$ cat src/rtl/refsched_pkg.sv
package refsched_pkg;
  typedef enum logic [1:0] {
    PM_RUN  = 2'd0,
    PM_SELF = 2'd1,
    PM_WAKE = 2'd2
  } pm_mode_t;
endpackage

$ cat src/rtl/ref_credit.sv
module ref_credit #(
  parameter int INTERVAL_CYC = 780,
  parameter int MAX_OWED     = 8,
  localparam int TW = $clog2(INTERVAL_CYC),
  localparam int OW = $clog2(MAX_OWED + 1)
) (
  input  logic          clk,
  input  logic          rst,
  input  logic          run_en,
  input  logic          clear,
  input  logic          take,
  output logic [OW-1:0] owed,
  output logic          tick
);
  logic [TW-1:0] tick_cnt;

  assign tick = run_en && (tick_cnt == TW'(INTERVAL_CYC - 1));

  always_ff @(posedge clk) begin
    if (rst) begin
      tick_cnt <= '0;
      owed     <= '0;
    end else begin
      if (run_en) tick_cnt <= tick ? '0 : tick_cnt + 1'b1;
      if (clear) owed <= '0;
      else if (tick && !take && owed != OW'(MAX_OWED)) owed <= owed + 1'b1;
      else if (take && !tick) owed <= owed - 1'b1;
    end
  end

  p_sat_hold_r3: assert property (@(posedge clk) disable iff (rst)
    (owed == OW'(MAX_OWED) && tick && !take && !clear) |=> owed == OW'(MAX_OWED));
  p_take_dec_r5: assert property (@(posedge clk) disable iff (rst)
    (take && !tick && !clear) |=> owed == $past(owed) - 1'b1);
  p_frozen_r7: assert property (@(posedge clk) disable iff (rst)
    !run_en |=> tick_cnt == $past(tick_cnt));
  p_tick_add_r1: assert property (@(posedge clk) disable iff (rst)
    (tick && !take && !clear && owed < OW'(MAX_OWED)) |=> owed == $past(owed) + 1'b1);
endmodule

$ cat src/rtl/ref_recovery.sv
module ref_recovery #(
  parameter int RFC_CYC = 8,
  localparam int RW = $clog2(RFC_CYC + 1)
) (
  input  logic clk,
  input  logic rst,
  input  logic take,
  output logic busy
);
  logic [RW-1:0] rcnt;

  assign busy = (rcnt != '0);

  always_ff @(posedge clk) begin
    if (rst) rcnt <= '0;
    else if (take) rcnt <= RW'(RFC_CYC);
    else if (busy) rcnt <= rcnt - 1'b1;
  end

  p_busy_load_r5: assert property (@(posedge clk) disable iff (rst)
    take |=> rcnt == RW'(RFC_CYC));
  p_busy_count_r5: assert property (@(posedge clk) disable iff (rst)
    (busy && !take) |=> rcnt == $past(rcnt) - 1'b1);
endmodule

$ cat src/rtl/ref_power.sv
module ref_power
  import refsched_pkg::*;
#(
  parameter int XSNR_CYC = 8,
  parameter int XSRD_CYC = 200,
  localparam int WW = $clog2(XSRD_CYC)
) (
  input  logic     clk,
  input  logic     rst,
  input  logic     sr_go,
  input  logic     sr_exit,
  output pm_mode_t mode,
  output logic     nonrd_open
);
  logic [WW-1:0] wake_cnt;
  logic          wake_last;

  assign wake_last  = (wake_cnt == WW'(XSRD_CYC - 1));
  assign nonrd_open = (mode == PM_WAKE) && (wake_cnt >= WW'(XSNR_CYC));

  always_ff @(posedge clk) begin
    if (rst) begin
      mode     <= PM_RUN;
      wake_cnt <= '0;
    end else begin
      unique case (mode)
        PM_RUN:  if (sr_go) mode <= PM_SELF;
        PM_SELF: if (sr_exit) begin
          mode     <= PM_WAKE;
          wake_cnt <= '0;
        end
        PM_WAKE: begin
          if (wake_last) begin
            mode     <= PM_RUN;
            wake_cnt <= '0;
          end else begin
            wake_cnt <= wake_cnt + 1'b1;
          end
        end
        default: mode <= PM_RUN;
      endcase
    end
  end

  p_self_hold_r7: assert property (@(posedge clk) disable iff (rst)
    (mode == PM_SELF && !sr_exit) |=> mode == PM_SELF);
  p_wake_stay_r9: assert property (@(posedge clk) disable iff (rst)
    (mode == PM_WAKE && !wake_last) |=> mode == PM_WAKE);
  p_wake_done_r9: assert property (@(posedge clk) disable iff (rst)
    (mode == PM_WAKE && wake_last) |=> mode == PM_RUN);
endmodule

$ cat src/rtl/dram_refresh_sched.sv
module dram_refresh_sched
  import refsched_pkg::*;
#(
  parameter int INTERVAL_CYC = 780,
  parameter int RFC_CYC      = 8,
  parameter int MAX_OWED     = 8,
  parameter int URGENT_AT    = 7,
  parameter int XSNR_CYC     = 8,
  parameter int XSRD_CYC     = 200
) (
  input  logic clk,
  input  logic rst,
  input  logic ref_grant,
  input  logic sr_enter,
  input  logic sr_exit,
  output logic ref_req,
  output logic ref_urgent,
  output logic ref_busy,
  output logic cke,
  output logic cmd_ok,
  output logic rd_ok
);
  localparam int OW = $clog2(MAX_OWED + 1);

  pm_mode_t      mode;
  logic          nonrd_open;
  logic [OW-1:0] owed;
  logic          tick;
  logic          take;
  logic          sr_go;
  logic          open_nr;

  assign open_nr    = (mode == PM_RUN) || nonrd_open;
  assign ref_req    = (mode != PM_SELF) && (owed != '0) && !ref_busy && open_nr;
  assign ref_urgent = ref_req && (owed >= OW'(URGENT_AT));
  assign take       = ref_grant && ref_req;
  assign sr_go      = sr_enter && (mode == PM_RUN) && !ref_busy && !take;
  assign cke        = (mode != PM_SELF);
  assign cmd_ok     = !ref_busy && !ref_urgent && open_nr;
  assign rd_ok      = !ref_busy && !ref_urgent && (mode == PM_RUN);

  ref_credit #(.INTERVAL_CYC(INTERVAL_CYC), .MAX_OWED(MAX_OWED)) u_credit (
    .clk(clk), .rst(rst),
    .run_en(mode != PM_SELF),
    .clear(sr_go || mode == PM_SELF),
    .take(take), .owed(owed), .tick(tick)
  );

  ref_recovery #(.RFC_CYC(RFC_CYC)) u_recov (
    .clk(clk), .rst(rst), .take(take), .busy(ref_busy)
  );

  ref_power #(.XSNR_CYC(XSNR_CYC), .XSRD_CYC(XSRD_CYC)) u_power (
    .clk(clk), .rst(rst), .sr_go(sr_go), .sr_exit(sr_exit),
    .mode(mode), .nonrd_open(nonrd_open)
  );

  p_cke_busy_r6: assert property (@(posedge clk) disable iff (rst)
    ref_busy |-> cke);
  p_urgent_block_r4: assert property (@(posedge clk) disable iff (rst)
    ref_urgent |-> (!cmd_ok && !rd_ok));
  p_self_empty_r7: assert property (@(posedge clk) disable iff (rst)
    (mode == PM_SELF) |-> (owed == '0 && !ref_req));
  p_wake_rd_r9: assert property (@(posedge clk) disable iff (rst)
    (mode == PM_WAKE) |-> !rd_ok);
  p_grant_busy_r5: assert property (@(posedge clk) disable iff (rst)
    take |=> (ref_busy && !ref_req && !cmd_ok));
endmodule

$ cat config.mk
export PLATFORM = sky130hd
export DESIGN_NAME = dram_refresh_sched
export DESIGN_NICKNAME = d
export VERILOG_FILES = /design/src/rtl/refsched_pkg.sv /design/src/rtl/ref_credit.sv /design/src/rtl/ref_recovery.sv /design/src/rtl/ref_power.sv /design/src/rtl/dram_refresh_sched.sv
export SDC_FILE = /design/constraint.sdc
export NUM_CORES = 1
export LEC_CHECK = 0
export BUFFER_PORTS_ARGS = -buffer_cell sky130_fd_sc_hd__clkbuf_2
export CORE_UTILIZATION = 40
export DETAILED_ROUTE_END_ITERATION = 6
export GPL_TIMING_DRIVEN = 0
export HOLD_SLACK_MARGIN = 0.12
export SYNTH_ARGS = -nofsm -noshare
export SYNTH_HDL_FRONTEND = slang
export SYNTH_HIERARCHICAL = 1
export SYNTH_SLANG_ARGS = --single-unit
$ cat constraint.sdc
create_clock -name clk -period 3 [get_ports clk]
set_input_delay 0.15 -clock clk [delete_from_list [all_inputs] [get_ports clk]]
set_output_delay 0.15 -clock clk [all_outputs]
set_load 0.02 [all_outputs]
==> results.tsv <==
metric	value	unit
Setup Skew	6.13	ps
initial DRC count	36	
multi-input logic area	0.00101	mm²
Core Box Area	0.00377	mm²
Top FF cell, synth	dfxtp_1	
status	completed	
most frequent cell after synthesis	dfxtp_1	
Mapped Avg Cell Area	9.21	µm²
clock sink count	28	
Die Area	0.00429	mm²
max incr delay on CP	340	ps
Area Overhead vs Synth	11.0	%
final WL	2.95	mm
Max Buffers Root-to-Sink	2	
I/O Pins	11	
Rows	22	
Area contributors post-synth	dfxtp_1, ha_1, xnor2_1	
max cap viols	0	
Hold WC Path Type	primary input to flop	
post-layout util	47.4	%
Final Max Slew Viols	0	
DR vias	1253	
Final Critical Period	2790	ps
Pwr per Cell Area	662	mW/mm²
Switching Fraction	38.7	%
Leak	0.706	nW
Cell Chain, Critical Path	inv_1 > ha_1 > or3b_1 > buf_2 > o21ba_1 > and3_4 > nor2_1 > nand2_2 > ha_1 > a21o_1 > a21oi_2 > nand3_1 > o21ai_0 > mux2i_1	
Seq/Total Area, Yosys	34.8	%
placed insts	233	
Reg clk slew, reported paths	100	ps
worst skew pair latency	270	ps
Remaining DRCs	0	
# port buffers	10	
critical path class	flop to flop	
Synth area leader	dfxtp_1	
worst path required time	3210	ps
upper clock frequency limit	358	MHz
Fillers	337	
WHS	131	ps
Non-Filler Instances	238	
DIE HEIGHT	65.5	µm
crit end category	flop	
number of buffers created by CTS	3	
WP data arrival	3000	ps
clock share of power	17.1	%
post-route ant nets	0	
CP max FO	9	
Worst Path Buf+Inv	2	
Final Hold Viols	0	
largest net degree at the start of global routing	16	
Reg power frac	40.9	%
CTS tree	yes	
post-DR wirelength/cell	12.4	µm
Cell variety after synth	50	
register area	561	µm²
vias per cell	5.26	
root buffer cell	clkbuf_8	
global-route wire length before repair	5.29	mm
Max VDD drop	0.400	mV
number of global-route vias before repair	1265	
Cells after Synth	175	
most frequent CP cell	ha_1	
Final setup viols	0	
number of synthesized flops with an enable pin	0	
Synth top area share	34.8	%
Seq cells post-synth	28	
net switching power figure	0.000459	W
Post-DP HPWL	2.21	mm
Slowest cell on crit path	dfxtp_1	
Worst setup SP type	flop	
H-tree depth	1	
RSZ-0062 raised after global routing	false	
gr ovfl total	0	
Synth Net Count	189	
antenna cells	0	
ratio of cells with drive above 1 in the final layout	19.5	%
top cells by count, synth	dfxtp_1, nor2_1, a21oi_1, xnor2_1, xor2_1	
# hold bufs at CTS	0	
initial antenna violation count	0	
TritonRoute pass-1 iters	4	
Routability Congestion	0.727	
Synth Cell Area	0.00161	mm²
Logic pwr share	42.1	%
Internal	0.000727	W
period utilization	93.1	%
Die X	65.5	µm
Layout Nets	206	
Slew HR	53.3	%
Initial Util	42.7	%
Async S/R FF share, synth	0	%
Worst-Margin Slew	696	ps
Total GRT Usage	15.8	%
Yosys warnings	6	
crit-path leading delay family	simple AND/OR/NAND/NOR gates	
==> power groups by stage <==
stage / Clock, W / Combinational, W / Sequential [W]
2_1_floorplan: 0 / 0.000396 / 0.000479
3_3_place_gp: 0 / 0.000480 / 0.000489
3_5_place_dp: 0 / 0.000501 / 0.000492
4_1_cts: 0.000209 / 0.000503 / 0.000484
5_1_grt: 0.000225 / 0.000562 / 0.000494
6_report: 0.000202 / 0.000499 / 0.000484
==> cells by family after synthesis <==
logic type | Yosys count | synth area share (%)
simple gates | 77 | 28.0
compound gates | 26 | 13.4
mux | 3 | 2.17
buf+inv | 12 | 3.42
fa+ha+maj | 9 | 7.45
flops | 28 | 34.8
xor+xnor | 20 | 10.9
==> worst paths after layout <==
kind                                      startpoint                   end  slack [ps]  cells past startpoint
worst max-delay path                 u_recov/rcnt[0]      u_credit/owed[3]         210                     14
worst min-delay path                         sr_exit       u_power/mode[0]         130                      2
worst max register to register       u_recov/rcnt[0]      u_credit/owed[3]         210                     14
worst min register to register  u_credit/tick_cnt[1]  u_credit/tick_cnt[1]         500                      2
==> through the flow <==
stage                     TNS [ps]  setup slack, ps  cell area (µm²)  power (W)
after detailed placement      -135             -135             1720   0.000993
after floorplan                  0              168             1610   0.000875
after global routing             0             21.0             1790    0.00128
after CTS                        0             22.4             1770    0.00120
after global placement       -1.17            -1.17             1720   0.000969
final                            0              207             1790    0.00119
==> state kept, by name (all words and copies together), names as in the netlist <==
name and count:
u_power/mode 2, u_credit/tick_cnt 10, u_credit/owed 4, u_power/wake_cnt 8, u_recov/rcnt 4
==> worst register-to-register path: cells and delay by family (launching register included) <==
kind                     cells  cell delay, ps
adder cells (fa/ha/maj)      2             410
AND/OR/NAND/NOR              5             810
multiplexers                 1             200
AO/OA/AOI/OAI                4             700
buffers and inverters        2             270
flip-flops                   1             340
==> what timing repair did <==
| item | in CTS | in global routing |
|---|---|---|
| pin swaps | 0 | 1 |
| buffers inserted | 0 | 2 |
| hold endpoints to repair | 0 | 0 |
| setup endpoints to repair | 1 | 1 |
| gates resized for setup | 2 | 3 |
| cloned | 0 | 0 |
==> routing by layer <==
| metal | track usage (%) | vias to the layer above | part of all wire (%) |
|---|---|---|---|
| li1 | - | 645 | - |
| met1 | 19.0 | 587 | 48 |
| met2 | 28.7 | 19 | 49 |
| met3 | 2.08 | 2 | 2.6 |
| met4 | 4.89 | 0 | 0.78 |
| met5 | 0 | - | 0 |
==> layout by cell type, fill, tap and decap left out, types with 3 or more instances in the layout <==
cell | synthesis | routed
nor3_1 | 8 | 8
nand4_1 | 5 | 5
clkbuf_8 | 0 | 3
xor2_1 | 10 | 10
nand2_1 | 9 | 8
xnor2_1 | 10 | 10
nor2_1 | 23 | 23
clkbuf_2 | 1 | 10
a21oi_1 | 10 | 9
ha_1 | 8 | 8
dfxtp_1 | 28 | 28
nand3_1 | 7 | 7
inv_1 | 7 | 7
nand2b_1 | 4 | 4
==> cell type report <==
| cell class | instances | area share (%) |
|---|---|---|
| Timing Repair Buffer | 12 | 3.64 |
| Clock buffer | 3 | 2.31 |
| Multi-Input combinational cell | 135 | 56.3 |
| Sequential cell | 28 | 31.3 |
| Buffer | 4 | 1.40 |
| Inverter | 8 | 1.68 |
| Tap cell | 48 | 3.36 |
Note: power is estimated with default switching activity, not from simulation.
